===== src/rtl/tct_pkg.sv =====
package tct_pkg;
  localparam int CTRL_ADDR = 0;
  localparam int EN_BIT    = 0;
  localparam int CLR_BIT   = 1;

  function automatic int cmp_addr(input int ch);
    return ch + 1;
  endfunction
endpackage


===== src/rtl/tct_counter.sv =====
module tct_counter #(
  parameter int CNT_W = 16
) (
  input  logic             clk_i,
  input  logic             rst_ni,
  input  logic             ctrl_we_i,
  input  logic             en_bit_i,
  input  logic             clr_bit_i,
  input  logic             tick_i,
  output logic             run_o,
  output logic             start_o,
  output logic             step_o,
  output logic [CNT_W-1:0] cnt_o,
  output logic             ovf_irq_o,
  output logic             ovf_flag_o
);
  localparam logic [CNT_W-1:0] CNT_MAX = '1;
  localparam logic [CNT_W-1:0] CNT_ONE = CNT_W'(1);

  logic             run_q;
  logic [CNT_W-1:0] cnt_q;
  logic             ovf_irq_q;
  logic             flag_q;
  logic             wrap;

  assign start_o = ctrl_we_i & en_bit_i & ~run_q;
  assign step_o  = run_q & tick_i;
  assign wrap    = step_o && (cnt_q == CNT_MAX);

  always_ff @(posedge clk_i or negedge rst_ni) begin
    if (!rst_ni) begin
      run_q     <= 1'b0;
      cnt_q     <= '0;
      ovf_irq_q <= 1'b0;
      flag_q    <= 1'b0;
    end else begin
      ovf_irq_q <= wrap;
      if (ctrl_we_i) run_q <= en_bit_i;
      if (ctrl_we_i && !en_bit_i) cnt_q <= '0;
      else if (step_o)            cnt_q <= cnt_q + CNT_ONE;
      // hardware set has priority over software clear
      if (wrap)                        flag_q <= 1'b1;
      else if (ctrl_we_i && clr_bit_i) flag_q <= 1'b0;
    end
  end

  assign run_o      = run_q;
  assign cnt_o      = cnt_q;
  assign ovf_irq_o  = ovf_irq_q;
  assign ovf_flag_o = flag_q;
endmodule


===== src/rtl/tct_channel.sv =====
module tct_channel #(
  parameter int CNT_W = 16
) (
  input  logic             clk_i,
  input  logic             rst_ni,
  input  logic             cmp_we_i,
  input  logic [CNT_W-1:0] cmp_data_i,
  input  logic             step_i,
  input  logic             start_i,
  input  logic [CNT_W-1:0] cnt_i,
  output logic             tgl_o,
  output logic             irq_o
);
  logic [CNT_W-1:0] cmp_q;
  logic             tgl_q;
  logic             irq_q;
  logic             hit;

  // evaluated only on a count step, so a stalled value fires once
  assign hit = step_i && (cnt_i == cmp_q);

  always_ff @(posedge clk_i or negedge rst_ni) begin
    if (!rst_ni) begin
      cmp_q <= '0;
      tgl_q <= 1'b0;
      irq_q <= 1'b0;
    end else begin
      if (cmp_we_i) cmp_q <= cmp_data_i;
      irq_q <= hit;
      if (hit || start_i) tgl_q <= ~tgl_q;
    end
  end

  assign tgl_o = tgl_q;
  assign irq_o = irq_q;
endmodule


===== src/rtl/toggle_compare_timer.sv =====
module toggle_compare_timer
  import tct_pkg::*;
#(
  parameter int CNT_W = 16,
  parameter int N_CH  = 2,
  localparam int AW   = $clog2(N_CH + 1)
) (
  input  logic             clk_i,
  input  logic             rst_ni,
  input  logic             wr_en_i,
  input  logic [AW-1:0]    wr_addr_i,
  input  logic [CNT_W-1:0] wr_data_i,
  input  logic             tick_i,
  output logic [N_CH-1:0]  tgl_o,
  output logic [N_CH-1:0]  cmp_irq_o,
  output logic             ovf_irq_o,
  output logic             ovf_flag_o
);
  logic             ctrl_we_w;
  logic             clr_w;
  logic             run_w;
  logic             start_w;
  logic             step_w;
  logic [CNT_W-1:0] cnt_w;

  assign ctrl_we_w = wr_en_i && (wr_addr_i == AW'(CTRL_ADDR));
  assign clr_w     = ctrl_we_w && wr_data_i[CLR_BIT];

  tct_counter #(.CNT_W(CNT_W)) u_counter (
    .clk_i      (clk_i),
    .rst_ni     (rst_ni),
    .ctrl_we_i  (ctrl_we_w),
    .en_bit_i   (wr_data_i[EN_BIT]),
    .clr_bit_i  (wr_data_i[CLR_BIT]),
    .tick_i     (tick_i),
    .run_o      (run_w),
    .start_o    (start_w),
    .step_o     (step_w),
    .cnt_o      (cnt_w),
    .ovf_irq_o  (ovf_irq_o),
    .ovf_flag_o (ovf_flag_o)
  );

  for (genvar n = 0; n < N_CH; n++) begin : g_ch
    logic cmp_we;
    assign cmp_we = wr_en_i && (wr_addr_i == AW'(cmp_addr(n)));

    tct_channel #(.CNT_W(CNT_W)) u_channel (
      .clk_i      (clk_i),
      .rst_ni     (rst_ni),
      .cmp_we_i   (cmp_we),
      .cmp_data_i (wr_data_i),
      .step_i     (step_w),
      .start_i    (start_w),
      .cnt_i      (cnt_w),
      .tgl_o      (tgl_o[n]),
      .irq_o      (cmp_irq_o[n])
    );
  end
endmodule


===== config.mk =====
export PLATFORM = sky130hd
export DESIGN_NAME = toggle_compare_timer
export DESIGN_NICKNAME = d
export VERILOG_FILES = /design/src/rtl/tct_pkg.sv /design/src/rtl/tct_counter.sv /design/src/rtl/tct_channel.sv /design/src/rtl/toggle_compare_timer.sv
export SDC_FILE = /design/constraint.sdc
export NUM_CORES = 1
export LEC_CHECK = 0
export BUFFER_PORTS_ARGS = -buffer_cell sky130_fd_sc_hd__buf_4
export CORE_AREA = 2 2 88 90
export CTS_BUF_LIST = sky130_fd_sc_hd__clkbuf_8
export CTS_CLUSTER_DIAMETER = 120
export CTS_CLUSTER_SIZE = 25
export DETAILED_ROUTE_END_ITERATION = 12
export DIE_AREA = 0 0 90 92
export SLEW_MARGIN = 20
export SYNTH_ARGS = -nofsm -noshare
export SYNTH_HDL_FRONTEND = slang
export SYNTH_HIERARCHICAL = 1
export SYNTH_SLANG_ARGS = --single-unit
export TNS_END_PERCENT = 1

===== constraint.sdc =====
create_clock -name clk_i -period 2.1 [get_ports clk_i]
set_input_delay 0.315 -clock clk_i [delete_from_list [all_inputs] [get_ports clk_i]]
set_output_delay 0.315 -clock clk_i [all_outputs]
set_load 0.02 [all_outputs]

* Word level (Yosys, flattened, before mapping)
Cells that the tools add are included.
** Storage, ports and cells
- Register bits :: 55
- Bits of input ports :: 22
- Output and inout bits :: 6
- Word-level logic and storage cells :: 40
** Cells by class
- Add/sub/neg operators :: 1
- Equality and inequality tests :: 5
- Mux-type cells :: 4
- Bitwise gates (word level) :: 6
- Reduce and logical (&&, ||, !) cells :: 14
** Operators by type and width (count)
- == test 16 bit :: 2
- two-way mux 16 bit :: 2
- adder 16 x 1 -> 16 bit (second input constant) :: 1
- == test 16 bit (second input constant) :: 1
- logical AND 1 bit :: 8
- nonzero test 2 bit :: 2
- AND 1 bit :: 3
- inverter 1 bit :: 3
- == test 2 x 1 -> 1 bit (second input constant) :: 1
- == test 2 bit (second input constant) :: 1
- zero test 2 bit :: 1
- logical OR 1 bit :: 2
- two-way mux 1 bit :: 2
- zero test 1 bit :: 1

* Depth between registers and ports, before layout
- Depth in word-level cells :: 5
- Mapped depth :: 6
- Mapped depth without buffers :: 6

* Cells and area by module
Netlist, hierarchy kept.
** Modules (own cells, without submodules)
- tct_channel :: instances 2, cells an instance 62, area an instance 844.6 µm², sequential area each 450.4 µm²
- tct_counter :: instances 1, cells an instance 96, area an instance 969.7 µm², sequential area each 475.5 µm²
- toggle_compare_timer :: instances 1, cells an instance 3, area an instance 30.0 µm², sequential area each 0.0 µm²

* Least setup slack after synthesis
Ideal clock, no wire load.
- Path type :: in2reg
- From :: in wr_addr_i[1]
- To :: reg g_ch[0].u_channel.cmp_q[10]
- Setup time :: 0.125 ns
- Data arrival time :: 1.468 ns
- Data required time :: 1.975 ns
- Slack :: 0.507 ns
- Stages :: 4
- Buffers on the path :: 2
- Path through :: and3b_1 > clkbuf_1 > buf_1 > mux2_2
** Between the ends
- Word-level cells in the longest chain between the ends :: 2
** Ends and longest elaborated chain
- from (decl) :: line toggle_compare_timer.sv:11 : input logic [AW-1:0] wr_addr_i,
- == test 2 x 1 -> 1 bit :: line toggle_compare_timer.sv:46 : assign cmp_we = wr_en_i && (wr_addr_i == AW'(cmp_addr(n)));
- logical AND 1 bit :: line toggle_compare_timer.sv:46
- to (signal assigned) :: line tct_channel.sv:28 : if (cmp_we_i) cmp_q <= cmp_data_i;
- to (decl) :: line tct_channel.sv:14 : logic [CNT_W-1:0] cmp_q;
No other way between the ends.
A chain may end at the register's enable or synchronous reset.

* Final worst setup path
- From :: reg u_counter.cnt_q[2] (netlist: u_counter/cnt_o[2])
- To :: reg g_ch[0].u_channel.tgl_q
** Between the ends
- Word-level cells in the longest chain between the ends :: 3
** Ends and longest elaborated chain
- from (decl) :: line tct_counter.sv:21 : logic [CNT_W-1:0] cnt_q;
- from (signal assigned) :: line tct_counter.sv:40 : else if (step_o) cnt_q <= cnt_q + CNT_ONE;
- == test 16 bit :: line tct_channel.sv:20 : assign hit = step_i && (cnt_i == cmp_q);
- logical AND 1 bit :: line tct_channel.sv:20
- logical OR 1 bit :: line tct_channel.sv:30 : if (hit || start_i) tgl_q <= ~tgl_q;
- to (signal assigned) :: line tct_channel.sv:30
- to (decl) :: line tct_channel.sv:15 : logic tgl_q;
No other way between the ends.

==> metrics.md <==
| Metric | Value |
|---|---|
| Die area | ~8300 um2 |
| CP startpoint kind | flop |
| DR iter-0 viols | 77 |
| Vias in the first global route | ~1800 |
| RSZ-0062 raised after global routing | false |
| CTS sink cnt | 55 |
| CP arrival | 2.01 ns |
| Sequential cell area fraction in the yosys report | between 50% and 60% |
| Worst-case clock buffer depth | 2 |
| Fillers | 738 |
| Number of diodes | 0 |
| Final wirelength | 5313 um |
| H-Tree Depth | 2 |
| FF+latch count, synth | 55 |
| Post-synthesis cell type count | 34 |
| Mapped cell area | around 2700 um2 |
| Max-cap viol count | 0 |
| Commonest non-fill, non-tap cell in the layout | dfrtp_1 |
| TritonCTS clock tree | yes |
| Largest net degree at the start of global routing | 56 |
| Run status | completed |
| Die height | 92 um |
| Post-CTS Resized | 0 |
| Core ar. | around 7400 um2 |
| DP HPWL | 3882 um |
| Endpoints failing hold | 0 |
| Iteration count of the initial detailed-routing pass | 4 |
| Synth Area per Inst | 12.06 um2 |
| GP Congestion | 0.8592 |
| Skew final | about 0.0068 ns |
| Post-layout power | 2.507 mW |
| Placement Rows | 32 |
| Fin crit share | around 84% |
| Post-CTS Repair Setup Buffers | 0 |
| Nets | 278 |
| IO Count | 28 |
| Syn nets | between 200 and 250 |
| Final setup viols | 0 |
| Die Wd | 90 um |
| Synth Warn # | 6 |
| PortBufs | 27 |
| Min-Delay Path Class | in2async |
| Pins Over Slew Limit | 0 |
| Commonest cells after routing, fill and taps aside | 55 x dfrtp_1, 32 x mux2_2, 31 x buf_4 |
| Global-route wire length before repair | 9066 um |
| Post-DRT Antenna Nets | 0 |
| Crit path time final | 1.772 ns |
| Vias per cell | 4.827 |
| Max VDD drop | 0.3648 mV |
| Crit Path Max Fanout | 7 |
| Max Freq | 564.4 MHz |
| Gr usage total | 13.93% |
| Num CTS Buffers | 5 |
| Post-CTS Hold Buffers | 0 |
| Initial core utilization | 36.11% |
| Reg clk slew, reported paths | around 0.090 ns |
| Via count | between 1500 and 2000 |
| Syn Inst Count | 223 |
| Final TNS setup | 0 ns |
| Worst Tran Pin Value | 0.6924 ns |
| Skew-Pair Late Insertion Delay | 0.30 ns |
| Layout cell share with drive strength beyond 1 | 30.86% |
| WS Path Type | reg2reg |
| Antenna violations before repair | 0 |
| Overflow after GRT | 0 |
| Relative slew slack | a little over half |
| Leak | 1.398 nW |
| Area Growth Syn to Fin | 15.54% |
| Drt drc | 0 |
| Crit path capture type | flop |
| Core Util, Final | 41.72% |
| P per Cell Area | 806.9 nW/um2 |
| WP data required | 2.34 ns |
| CTS Root Cell | clkbuf_8 |
| DR WL/cell | 14.84 um |
-- power by group --
group / switching, mW / internal, mW / total (mW)
clock: 0.332 / 0.226 / 0.557
sequential: 0.192 / 1.23 / 1.42
combinational: 0.236 / 0.290 / 0.525
-- final timing paths --
check,depth (start not counted),startpoint,slack [ns],end
min reg2reg,1,u_counter/ovf_flag_o,0.49,u_counter/ovf_flag_o
min in group clk_i,2,wr_data_i[15],0.24,g_ch[0].u_channel/cmp_q[15]
min,1,rst_ni,0.05,g_ch[1].u_channel/cmp_q[4]
max,5,u_counter/cnt_o[2],0.33,g_ch[0].u_channel/tgl_o
max in group asynchronous,1,rst_ni,1.60,g_ch[0].u_channel/cmp_q[11]
max reg2reg,5,u_counter/cnt_o[2],0.33,g_ch[0].u_channel/tgl_o
-- registers in the layout, summed over array words and instances (netlist names) --
signal,count
u_counter/ovf_irq_o,1
g_ch.u_channel/tgl_o,2
u_counter/ovf_flag_o,1
g_ch.u_channel/cmp_q,32
u_counter/run_o,1
u_counter/cnt_o,16
g_ch.u_channel/irq_o,2
-- worst max-delay path: stages, from the launching register on --
cell and delay, ns:
dfrtp_1 0.51, xor2_1 0.20, nor4_1 0.31, nand2_1 0.15, o41ai_2 0.38, xor2_1 0.17
-- routing by layer --
layer,GRT usage [%],share of wire (%),up-vias
li1,-,-,844
met1,19.47,47,849
met2,21.80,48,28
met3,3.040,3.2,7
met4,4.231,1.7,0
met5,0,0,-
-- Yosys cell counts, drive strengths merged --
cell,instances,share of area (%)
and3,1,0.23
or3,3,0.70
a31o,3,0.98
a21oi,6,1.1
xnor2,19,6.2
nand2b,2,0.47
xor2,23,7.5
a41o,1,0.37
dfrtp,55,51
o41ai,2,1.2
ha,1,0.47
o21ai,3,0.56
nand4,6,2.0
and3b,2,0.65
nand2,18,2.5
nor2b,1,0.23
buf,3,0.47
inv,5,0.70
clkbuf,3,0.42
mux2,32,13
nor2,13,1.9
a21o,1,0.28
and4,3,0.98
nor3,2,1.2
nand3,4,0.93
a31oi,1,0.23
nor3b,1,0.47
nor4,8,2.3
mux2i,1,0.37
-- cell families (layout without fill, tap and decap cells) --
kind of cell    count (synthesis)  in the layout  synth area share (%)
compound gates                 17             17                 4.747
xor+xnor                       42             42                 13.68
fa+ha+maj                       1              1                0.4653
buf+inv                        11             44                 1.582
flops                          55             55                 51.19
mux                            33             33                 13.77
simple gates                   64             64                 14.57
-- through the flow --
step / cell area (um2) / hold slack, ns / setup WS [ns] / instances
floorplan: 2689 / 0.01941 / 0.5072 / 223
global placement: 3025 / 0.4052 / 0.4247 / 350
detailed placement: 3025 / 0.4189 / 0.3047 / 350
CTS: 3107 / 0.08170 / 0.3004 / 358
global route: 3107 / 0.1108 / 0.1456 / 358
finish: 3107 / 0.04910 / 0.3281 / 358
-- cell type report --
class / instances / area [um2] / area share (%)
sequential: 55 / 1376 / 44.30
inverter: 5 / 18.77 / 0.6041
tap: 102 / 127.6 / 4.108
clock buffer: 5 / 68.82 / 2.215
clock inverter: 3 / 12.51 / 0.4027
multi-input combinational: 157 / 1270 / 40.88
timing repair buffer: 31 / 232.7 / 7.491
Power figures use the tool's default switching activity.
